--- src/rtl/scl_gen_pkg.sv ---
package scl_gen_pkg;
  localparam int unsigned HI_OVH = 3;
  localparam int unsigned LO_OVH = 1;
  localparam int unsigned NUM_CNT_REGS = 4;

  typedef enum logic [1:0] {
    CR_STD_HI  = 2'd0,
    CR_STD_LO  = 2'd1,
    CR_FAST_HI = 2'd2,
    CR_FAST_LO = 2'd3
  } cnt_reg_e;

  // only code 2 selects the fast pair
  function automatic logic speed_is_fast(input logic [1:0] code);
    return code == 2'd2;
  endfunction
endpackage

--- src/rtl/scl_cnt_regs.sv ---
module scl_cnt_regs
  import scl_gen_pkg::*;
#(
  parameter int unsigned CNT_W = 16,
  parameter logic [NUM_CNT_REGS-1:0][CNT_W-1:0] RST_VALS = '0
) (
  input  logic                                   clk,
  input  logic                                   rst_n,
  input  logic                                   enable_i,
  input  logic                                   we_i,
  input  logic [1:0]                             addr_i,
  input  logic [CNT_W-1:0]                       wdata_i,
  output logic [NUM_CNT_REGS-1:0][CNT_W-1:0]     regs_o
);
  logic [NUM_CNT_REGS-1:0][CNT_W-1:0] regs_q;

  for (genvar g = 0; g < NUM_CNT_REGS; g++) begin : g_reg
    always_ff @(posedge clk or negedge rst_n) begin
      if (!rst_n) begin
        regs_q[g] <= RST_VALS[g];
      end else if (we_i && !enable_i && (addr_i == 2'(g))) begin
        regs_q[g] <= wdata_i;
      end
    end
  end

  assign regs_o = regs_q;

  // counts cannot move while the generator runs
  assert_locked_when_on_R8: assert property (@(posedge clk) disable iff (!rst_n)
    enable_i |=> $stable(regs_q));
endmodule

--- src/rtl/scl_phase_sel.sv ---
module scl_phase_sel
  import scl_gen_pkg::*;
#(
  parameter int unsigned CNT_W = 16,
  localparam int unsigned PH_W = CNT_W + 2
) (
  input  logic [NUM_CNT_REGS-1:0][CNT_W-1:0] regs_i,
  input  logic [1:0]                         speed_i,
  output logic [PH_W-1:0]                    hi_len_m1_o,
  output logic [PH_W-1:0]                    lo_len_m1_o
);
  logic             fast;
  logic [CNT_W-1:0] hi_cnt;
  logic [CNT_W-1:0] lo_cnt;

  always_comb begin
    fast   = speed_is_fast(speed_i);
    hi_cnt = fast ? regs_i[CR_FAST_HI] : regs_i[CR_STD_HI];
    lo_cnt = fast ? regs_i[CR_FAST_LO] : regs_i[CR_STD_LO];
    hi_len_m1_o = PH_W'(hi_cnt) + PH_W'(HI_OVH - 1);
    lo_len_m1_o = PH_W'(lo_cnt) + PH_W'(LO_OVH - 1);
  end
endmodule

--- src/rtl/scl_phase_timer.sv ---
module scl_phase_timer #(
  parameter int unsigned PH_W = 18
) (
  input  logic            clk,
  input  logic            rst_n,
  input  logic            enable_i,
  input  logic [PH_W-1:0] hi_len_m1_i,
  input  logic [PH_W-1:0] lo_len_m1_i,
  output logic            scl_low_o,
  output logic            fall_stb_o,
  output logic            rise_stb_o
);
  logic            active_q;
  logic            scl_low_q;
  logic            fall_q;
  logic            rise_q;
  logic [PH_W-1:0] cnt_q;

  always_ff @(posedge clk or negedge rst_n) begin
    if (!rst_n) begin
      active_q  <= 1'b0;
      scl_low_q <= 1'b0;
      fall_q    <= 1'b0;
      rise_q    <= 1'b0;
      cnt_q     <= '0;
    end else if (!enable_i) begin
      active_q  <= 1'b0;
      scl_low_q <= 1'b0;
      fall_q    <= 1'b0;
      rise_q    <= 1'b0;
      cnt_q     <= '0;
    end else if (!active_q) begin
      active_q <= 1'b1;
      cnt_q    <= hi_len_m1_i;
      fall_q   <= 1'b0;
      rise_q   <= 1'b0;
    end else if (cnt_q == '0) begin
      scl_low_q <= !scl_low_q;
      cnt_q     <= scl_low_q ? hi_len_m1_i : lo_len_m1_i;
      fall_q    <= !scl_low_q;
      rise_q    <= scl_low_q;
    end else begin
      cnt_q  <= cnt_q - 1'b1;
      fall_q <= 1'b0;
      rise_q <= 1'b0;
    end
  end

  assign scl_low_o  = scl_low_q;
  assign fall_stb_o = fall_q;
  assign rise_stb_o = rise_q;

  assert_release_when_off_R2: assert property (@(posedge clk) disable iff (!rst_n)
    !enable_i |=> (!scl_low_q && !fall_q && !rise_q));
  assert_hold_mid_phase_R4: assert property (@(posedge clk) disable iff (!rst_n)
    (enable_i && active_q && cnt_q != '0) |=> $stable(scl_low_q));
  assert_fall_in_low_R6: assert property (@(posedge clk) disable iff (!rst_n)
    fall_q |-> scl_low_q);
  assert_fall_on_edge_R6: assert property (@(posedge clk) disable iff (!rst_n)
    $rose(scl_low_q) |-> fall_q);
  assert_rise_after_low_R7: assert property (@(posedge clk) disable iff (!rst_n)
    rise_q |-> (!scl_low_q && $past(scl_low_q)));
  assert_strobes_apart_R7: assert property (@(posedge clk) disable iff (!rst_n)
    !(fall_q && rise_q));
endmodule

--- src/rtl/scl_period_gen.sv ---
module scl_period_gen
  import scl_gen_pkg::*;
#(
  parameter int unsigned CNT_W       = 16,
  parameter int unsigned STD_HI_RST  = 10,
  parameter int unsigned STD_LO_RST  = 12,
  parameter int unsigned FAST_HI_RST = 2,
  parameter int unsigned FAST_LO_RST = 4
) (
  input  logic             clk,
  input  logic             rst_n,
  input  logic             enable,
  input  logic [1:0]       speed_sel,
  input  logic             cfg_we,
  input  logic [1:0]       cfg_addr,
  input  logic [CNT_W-1:0] cfg_wdata,
  output logic             scl_drive_low,
  output logic             scl_fall_stb,
  output logic             scl_rise_stb
);
  localparam int unsigned PH_W = CNT_W + 2;
  localparam logic [NUM_CNT_REGS-1:0][CNT_W-1:0] RST_VALS = {
    CNT_W'(FAST_LO_RST), CNT_W'(FAST_HI_RST), CNT_W'(STD_LO_RST), CNT_W'(STD_HI_RST)
  };

  logic [NUM_CNT_REGS-1:0][CNT_W-1:0] regs;
  logic [PH_W-1:0]                    hi_len_m1;
  logic [PH_W-1:0]                    lo_len_m1;

  scl_cnt_regs #(.CNT_W(CNT_W), .RST_VALS(RST_VALS)) u_regs (
    .clk      (clk),
    .rst_n    (rst_n),
    .enable_i (enable),
    .we_i     (cfg_we),
    .addr_i   (cfg_addr),
    .wdata_i  (cfg_wdata),
    .regs_o   (regs)
  );

  scl_phase_sel #(.CNT_W(CNT_W)) u_sel (
    .regs_i      (regs),
    .speed_i     (speed_sel),
    .hi_len_m1_o (hi_len_m1),
    .lo_len_m1_o (lo_len_m1)
  );

  scl_phase_timer #(.PH_W(PH_W)) u_timer (
    .clk         (clk),
    .rst_n       (rst_n),
    .enable_i    (enable),
    .hi_len_m1_i (hi_len_m1),
    .lo_len_m1_i (lo_len_m1),
    .scl_low_o   (scl_drive_low),
    .fall_stb_o  (scl_fall_stb),
    .rise_stb_o  (scl_rise_stb)
  );

  // outputs idle in the first cycle out of reset
  assert_idle_after_reset_R1: assert property (@(posedge clk) disable iff (!rst_n)
    $rose(rst_n) |-> (!scl_drive_low && !scl_fall_stb && !scl_rise_stb));
endmodule

--- config.mk ---
export PLATFORM = sky130hd
export DESIGN_NAME = scl_period_gen
export DESIGN_NICKNAME = d
export VERILOG_FILES = /design/src/rtl/scl_gen_pkg.sv /design/src/rtl/scl_cnt_regs.sv /design/src/rtl/scl_phase_sel.sv /design/src/rtl/scl_phase_timer.sv /design/src/rtl/scl_period_gen.sv
export SDC_FILE = /design/constraint.sdc
export NUM_CORES = 1
export LEC_CHECK = 0
export BUFFER_PORTS_ARGS = -buffer_cell sky130_fd_sc_hd__buf_2
export CAP_MARGIN = 20
export CORE_ASPECT_RATIO = 1.75
export CORE_MARGIN = 2
export CORE_UTILIZATION = 40
export DETAILED_ROUTE_END_ITERATION = 8
export SKIP_CTS_REPAIR_TIMING = 1
export SYNTH_ARGS = -nofsm -noshare
export SYNTH_HDL_FRONTEND = slang
export SYNTH_SLANG_ARGS = --single-unit
--- constraint.sdc ---
create_clock -name clk -period 3.35 [get_ports clk]
set_input_delay 0.8375 -clock clk [delete_from_list [all_inputs] [get_ports clk]]
set_output_delay 0.8375 -clock clk [all_outputs]
set_load 0.005 [all_outputs]
==> impl_metrics.py <==
metrics = {
    "status": {
        "outcome": "completed",
    },
    "floorplanning": {
        "io_pins": 27,
        "core-area_um2": 11000,
        "row_count": 51,
        "die_width_um": 83.9,
        "die-area_um2": 12100,
        "dieHeight_um": 144,
        "start_util_pct": 40.5,
    },
    "synth": {
        "synth_ff_type": "dfrtp_1",
        "syn_inst": 399,
        "syn-num-nets": 425,
        "yosys_register_bits": 86,
        "synth-edff-count": 0,
        "synth_top_area_share_pct": 44.8,
        "synth.area.top_cells": "dfrtp_1 45%, mux2_2 17%, nand2_1 3.9%, mux2i_1 3.8%, dfstp_2 3.5%",
        "async_flop_share_pct": 100,
        "syn_area_um2": 4470,
        "yosysSeqAreaShare_pct": 48.3,
        "yosysWarnings": 0,
        "avgSynthCellArea_um2": 11.2,
        "yosys.cell_types.count": 49,
        "netlist.top_cell.by_area": "dfrtp_1",
    },
    "setup_path": {
        "arrival_ps": 2810,
        "crit_buf_inv": 1,
        "cp_top_family": "simple AND/OR/NAND/NOR gates",
        "startpoint_type": "register",
        "cpPeakStageDelay_ps": 590,
        "required_ps": 3630,
        "slowest_stage": "or4_4",
        "end_kind": "register",
        "cp_cell_sequence": "inv_1, ha_1, nor2b_1, nand4b_4, or4_4, o21ai_4, nand4_1, o21ai_1",
        "crit_type": "reg -> reg",
        "crit_fanout": 13,
    },
    "sta": {
        "rsz0062_at_grt": "false",
        "layout_min_cycle_time_ps": 2540,
        "fmax_mhz": 394,
        "fin_ws_ps": 814,
        "worst_clock_skew_ps": 6.85,
        "tns_ps": 0,
        "slew_viol_final": 0,
        "worst_pin_slew_ps": 538,
        "hold_viol": 0,
        "relSlewSlack_pct": 63.1,
        "hold_slack_ps": 335,
        "final-setup-viol-count": 0,
        "period_share_pct": 75.7,
    },
    "flow_run": {
        "maxCapViolCount": 0,
    },
    "placed_design": {
        "routabilityCongestion": 0.858,
        "place_inst": 548,
        "hpwlAfterDp_um": 7610,
        "pre_cts_ws_ps": 523,
        "port_buffers": 26,
    },
    "global_routing": {
        "grt_max_degree": 87,
        "grt_pass1_wl_um": 17000,
        "grt.total_usage_pct": 18.4,
        "overflow": 0,
        "grt_antenna_before_repair": 0,
        "grt_pass1_vias": 3202,
    },
    "finish": {
        "fin_nets": 454,
        "diodes": 0,
        "final_common_cell": "dfrtp_1",
        "mostFrequentLayoutCells": "80 x dfrtp_1, 67 x mux2_2, 46 x nand2_1",
        "drive_gt1_share_pct": 33.0,
        "final_cells": 565,
        "area_growth_pct": 14.8,
    },
    "clock_tree": {
        "clock-root-buffer": "clkbuf_16",
        "cts-htree-levels": 3,
        "cts_buffers": 9,
        "cts_num_sinks": 86,
        "cts.path.max_buffers": 2,
        "clkLatencyLatePin_ps": 350,
        "clk_pin_slew_worst_paths_ps": 60,
        "cts_tree": "done",
    },
    "detailed_routing": {
        "ant_nets": 0,
        "num_vias": 3116,
        "dr.pass1.iters": 4,
        "drt_wl_total_um": 10500,
        "wl_per_cell_um": 18.5,
        "first_iter_violations": 166,
        "drc_errors": 0,
        "viasPerCell": 5.52,
    },
    "pwr": {
        "p_per_area_nw_per_um2": 608,
        "leakage_nw": 2.28,
        "ir_drop_mv": 0.290,
        "total_power_mw": 3.12,
    },
    "hold_path": {
        "min_path_type": "in -> async",
    },
}
==> sequential cells by signal (all words and copies together) (netlist names) <==
| register | count |
|---|---|
| u_timer.fall_stb_o | 1 |
| u_timer.active_q | 1 |
| u_timer.scl_low_o | 1 |
| u_timer.rise_stb_o | 1 |
| u_timer.cnt_q | 18 |
| u_regs.regs_o | 64 |
==> final cells by class <==
type | instances | area (um^2)
inverters | 4 | 15.0
fillers | 1015 | 5900
multi-input cells | 289 | 2240
clock buffers | 11 | 233
well taps | 132 | 165
repair buffers | 38 | 243
clock inverters | 5 | 83.8
flip-flops and latches | 86 | 2160
==> final timing paths <==
path / slack [ps] / cells past startpoint / to / start
max in group asynchronous: 2350 / 2 / u_regs.regs_o[18] / rst_n
min in group clk: 510 / 1 / u_regs.regs_o[60] / u_regs.regs_o[60]
hold reg to reg: 510 / 1 / u_regs.regs_o[60] / u_regs.regs_o[60]
setup reg to reg: 810 / 8 / u_timer.cnt_q[16] / u_timer.cnt_q[0]
hold / removal: 340 / 1 / u_timer.rise_stb_o / rst_n
setup / recovery: 810 / 8 / u_timer.cnt_q[16] / u_timer.cnt_q[0]
==> through the flow <==
stage                     utilization (%)  area (um^2)
final                                46.5         5140
after global routing                 46.5         5140
after CTS                            46.3         5110
after detailed placement             43.4         4790
after global placement               43.4         4790
after floorplan                         -         4470
==> cell families (layout without fill, tap and decap cells) <==
logic type	Yosys count	after routing	share of synthesized area, %
AO/OA/AOI/OAI	44	44	7.10
XOR/XNOR	26	26	5.09
adder cells (fa/ha/maj)	2	2	0.559
buffers and inverters	24	58	2.63
flip-flops	86	86	48.3
multiplexers	84	84	20.7
AND/OR/NAND/NOR	133	133	15.7
==> cells in the mapped netlist (8+ instances only) <==
| master | number |
|---|---|
| nand3_1 | 9 |
| dfrtp_1 | 80 |
| nor3_1 | 9 |
| xnor2_1 | 10 |
| o21ai_0 | 11 |
| nor2_1 | 34 |
| nand2_1 | 46 |
| mux2i_1 | 17 |
| mux2_2 | 67 |
| clkbuf_1 | 12 |
| xor2_1 | 16 |
| a21oi_1 | 8 |
==> report_power, final <==
part | switching (mW) | internal, mW | total (mW)
Clock | 0.409 | 0.656 | 1.06
Combinational | 0.331 | 0.331 | 0.662
Sequential | 0.147 | 1.25 | 1.40
Total | 0.886 | 2.24 | 3.12
==> layer usage <==
| layer | wire [um] | track usage [%] |
|---|---|---|
| met3 | 355 | 3.91 |
| met2 | 5620 | 32.9 |
| met1 | 4100 | 20.6 |
| met5 | 0 | 0 |
| met4 | 385 | 9.25 |
Power figures use the tool's default switching activity.
